### src/rtl/sw_chain_shifter.sv
module sw_chain_shifter #(
  parameter int SW_N   = 8,
  parameter int PORT_W = 16
) (
  input  logic            clk,
  input  logic            rst_n,
  input  logic            sclk,
  input  logic            ss_n,
  input  logic            mosi,
  input  logic [SW_N-1:0] sw,
  output logic            miso,
  output logic [SW_N-1:0] led
);

  logic [SW_N-1:0]   sw_m, sw_s;
  logic              ss_m, ss_s, ss_d;
  logic              ck_m, ck_s, ck_d;
  logic              mo_m, mo_s;
  logic [PORT_W-1:0] sreg;
  logic [PORT_W-1:0] load_w;
  logic              ss_fall, ck_rise;

  assign ss_fall = ss_d & ~ss_s;
  assign ck_rise = ck_s & ~ck_d;
  assign miso    = sreg[PORT_W-1];
  assign led     = sw;

  always_comb begin
    load_w = '0;
    load_w[SW_N-1:0] = sw_s;
  end

  always_ff @(posedge clk or negedge rst_n) begin
    if (!rst_n) begin
      sw_m <= '0;  sw_s <= '0;
      ss_m <= 1'b1; ss_s <= 1'b1; ss_d <= 1'b1;
      ck_m <= 1'b0; ck_s <= 1'b0; ck_d <= 1'b0;
      mo_m <= 1'b0; mo_s <= 1'b0;
      sreg <= '0;
    end else begin
      sw_m <= sw;   sw_s <= sw_m;
      ss_m <= ss_n; ss_s <= ss_m; ss_d <= ss_s;
      ck_m <= sclk; ck_s <= ck_m; ck_d <= ck_s;
      mo_m <= mosi; mo_s <= mo_m;
      if (ss_fall)
        sreg <= load_w;
      else if (!ss_s && ck_rise)
        sreg <= {sreg[PORT_W-2:0], mo_s};
    end
  end


  load_sw_chk: assert property (@(posedge clk) disable iff (!rst_n)
    ss_fall |=> sreg[SW_N-1:0] == $past(sw_s));


  load_pad_zero_chk: assert property (@(posedge clk) disable iff (!rst_n)
    ss_fall |=> (sreg >> SW_N) == '0);


  shift_step_chk: assert property (@(posedge clk) disable iff (!rst_n)
    (ck_rise && !ss_s && !ss_d) |=>
      (sreg[0] == $past(mo_s)) && (sreg[PORT_W-1:1] == $past(sreg[PORT_W-2:0])));


  idle_hold_chk: assert property (@(posedge clk) disable iff (!rst_n)
    ss_s |=> $stable(sreg));


  idle_miso_chk: assert property (@(posedge clk) disable iff (!rst_n)
    (ss_s && ss_d) |=> $stable(miso));

endmodule

### config.mk
export PLATFORM = sky130hd
export DESIGN_NAME = sw_chain_shifter
export DESIGN_NICKNAME = d
export VERILOG_FILES = /design/src/rtl/sw_chain_shifter.sv
export SDC_FILE = /design/constraint.sdc
export NUM_CORES = 1
export LEC_CHECK = 0
export BUFFER_PORTS_ARGS = -buffer_cell sky130_fd_sc_hd__buf_4
export CAP_MARGIN = 20
export CORE_MARGIN = 1
export CORE_UTILIZATION = 35
export CTS_BUF_LIST = sky130_fd_sc_hd__clkbuf_8
export DETAILED_ROUTE_END_ITERATION = 7
export PLACE_DENSITY_LB_ADDON = 0.15
export SYNTH_ARGS = -nofsm -noshare
export SYNTH_HDL_FRONTEND = slang
export SYNTH_SLANG_ARGS = --single-unit
export TNS_END_PERCENT = 50
### constraint.sdc
create_clock -name clk -period 2.5 [get_ports clk]
set_clock_uncertainty 0.1 [all_clocks]
set_input_delay 0.25 -clock clk [delete_from_list [all_inputs] [get_ports clk]]
set_output_delay 0.25 -clock clk [all_outputs]
set_load 0.03 [all_outputs]
==> impl_metrics.yaml <==
clock_network:
  cts_max_level: 2
  cts_root_buf: "clkbuf_8"
  cts_made_buffers: 5
  cts_sinks: 40
  cts-resized-gates: 0
  tritoncts: "done"
  clockBufferDepth: 2
  clkSlewWorstSetupHoldPaths_ps: 70
  insertion_delay_ps: 290
placement:
  dp.cells: 162
  dpl.hpwl_mm: 1.229
  portBuffers: 21
  gp_congestion: 0.7360
  place_area_sq_um: 1539
  dp_slack_ps: 490.2
routing:
  drt-pass1-iter-count: 4
  drt_iter0_markers: 44
  num_vias: 825
  drc: 0
  via_per_inst: 4.508
  ant_nets: 0
  wire_per_inst_um: 11.27
  routed_wl_mm: 2.062
die:
  rows: 22
  die_y_um: 66.04
  die_area_sq_um: 4361
  core_sq_um: 3799
  num_io_pins: 22
  die_x_um: 66.04
  initial_core_util: 0.3778
hold_path:
  min_path_type: "reg2reg"
power_and_ir_drop:
  vdd_ir_drop_max_uv: 385.7
  power_density_nw_per_um2: 748.1
  p_total_mw: 1.330
  leakagePower_nw: 0.7901
setup_path:
  cpMaxStageDelayCell: "nor3b_2"
  crit_path_start_kind: "register"
  crit_path_max_incr_delay_ps: 600
  critPathTopFamily: "simple AND/OR/NAND/NOR gates"
  worstSetupPathType: "reg2reg"
  critPathBufInv: 1
  cp-end-kind: "register"
  cp.required_ps: 2560
  critPathMaxFanout: 12
  worst_ep_arrival_time_ps: 1830
  worstPathCellList: "nor3b_2 -> buf_6 -> mux2i_1 -> o21ai_0"
logic_synthesis:
  syn_inst: 107
  synth_top_area_cell: "dfrtp_1"
  synth_top_family_by_area: "compound AO/OA/AOI/OAI gates"
  yosys_register_bits: 40
  ys_seq_area_frac: 0.7001
  synth_compound_area_frac: 0.09154
  synth.cell_area_sq_um: 1435
  synthMuxAreaShare: 0.04882
  synth_area_leaders: "dfrtp_1 65%, dfstp_2 5.5%, buf_4 5.2%"
  synth_fa_ha_area_frac: 0
  yosysUniqueCellTypes: 18
  synth_xor_area_frac: 0
  ys_warn_count: 0
  synth_simple_gate_area_frac: 0.07759
  syn_nets: 120
  syn_avg_cell_area_sq_um: 13.41
  yosysTopAreaCellShare: 0.6452
layout:
  multi_input_area_sq_um: 312.8
  antenna-diode-count: 0
  final_common_cell: "dfrtp_1"
  nets: 147
  layout_common_cells: "37 x dfrtp_1, 21 x buf_4, 16 x nand2_1, 12 x dlygate4sd3_1"
  layout-drive-gt1-share: 0.2519
  finalInstanceArea_sq_um: 1778
  syn_to_final_growth_pct: 23.89
  regArea_sq_um: 1005
  nFillCells: 347
  layout.cells.non_filler: 183
  fin_util: 0.4681
global_route:
  grt.total_usage: 0.1145
  grt.met1_usage: 0.1297
  grt_max_degree: 41
  use_met2: 0.1824
  overflow: 0
  busiest_layer: "met2"
  grt_pass1_wl_mm: 3.615
  grt_use_met3: 0.04138
  grt_pass1_vias: 851
  antenna_found_initial: 0
run_status:
  status: "complete, no violations"
sta:
  fin_crit_ps: 1773
  hold_viol: 0
  clock.fmax_ghz: 0.5639
  rsz0062_at_grt: "false"
  period_share: 0.7094
  holdWs_ps: 248.8
  relSlewSlack: 0.5481
  slew_violations: 0
  max_slew.worst_pin.slew_ps: 674.9
  setup_viol: 0
  final.setup.tns_ps: 0
  worst_slack_ps: 726.5
job:
  maxCapViolations: 0
-- cell usage after synthesis (all sizes together) --
library cell / n
a21oi: 7
a22oi: 7
a32oi: 1
buf: 13
clkbuf: 1
dfrtp: 37
dfstp: 3
inv: 1
mux2i: 7
nand2: 16
nand2b: 1
nand3: 3
nor2b: 1
nor3b: 1
o21ai: 7
or3b: 1
-- cell type report --
cell class	count	area share
clock buffers	5	0.03871
clock inverters	3	0.02182
inverters	1	0.002111
multi-input cells	52	0.1759
flip-flops and latches	40	0.5651
well taps	48	0.03378
repair buffers	34	0.1626
-- worst reg2reg max path, stage by stage (launching register included) --
cell	delay (ps)
dfstp_2	440
nor3b_2	600
buf_6	230
mux2i_1	180
o21ai_0	90
-- repair_timing --
action	in CTS	in global routing
buffers inserted	0	0
endpoints found under the hold margin	48	0
hold buffers	12	0
-- metal layers --
layer,vias to the layer above,share of wire
li1,405,-
met1,398,0.48
met2,18,0.45
met3,4,0.048
met4,0,0.019
met5,-,0
-- cell families after synthesis --
group | Yosys count
multiplexers | 7
buffers and inverters | 15
AO/OA/AOI/OAI | 22
AND/OR/NAND/NOR | 23
flip-flops | 40
-- where the power goes --
| group | leakage [nW] | total (mW) | switching [mW] | internal (mW) |
|---|---|---|---|---|
| Combinational | 0.249 | 0.115 | 0.0562 | 0.0585 |
| Sequential | 0.482 | 0.720 | 0.0271 | 0.693 |
| Clock | 0.0593 | 0.496 | 0.204 | 0.292 |
-- final timing paths --
path,cells after the start,start,slack (ps),endpoint
max reg2reg,4,ss_s,730,sreg[4]
min,0,sw_m[7],250,sw_s[7]
max in group asynchronous,2,rst_n,1580,ss_m
min in group asynchronous,2,rst_n,360,sreg[14]
max,4,ss_s,730,sreg[4]
min reg2reg,0,sw_m[7],250,sw_s[7]
-- flip-flops by register name, summed over array words and instances, names as in the netlist --
signal	cells
ck_d	1
sreg	16
mo_m	1
sw_s	8
ck_s	1
ss_s	1
ss_d	1
ck_m	1
ss_m	1
sw_m	8
mo_s	1
Note: power is estimated with default switching activity, not from simulation.
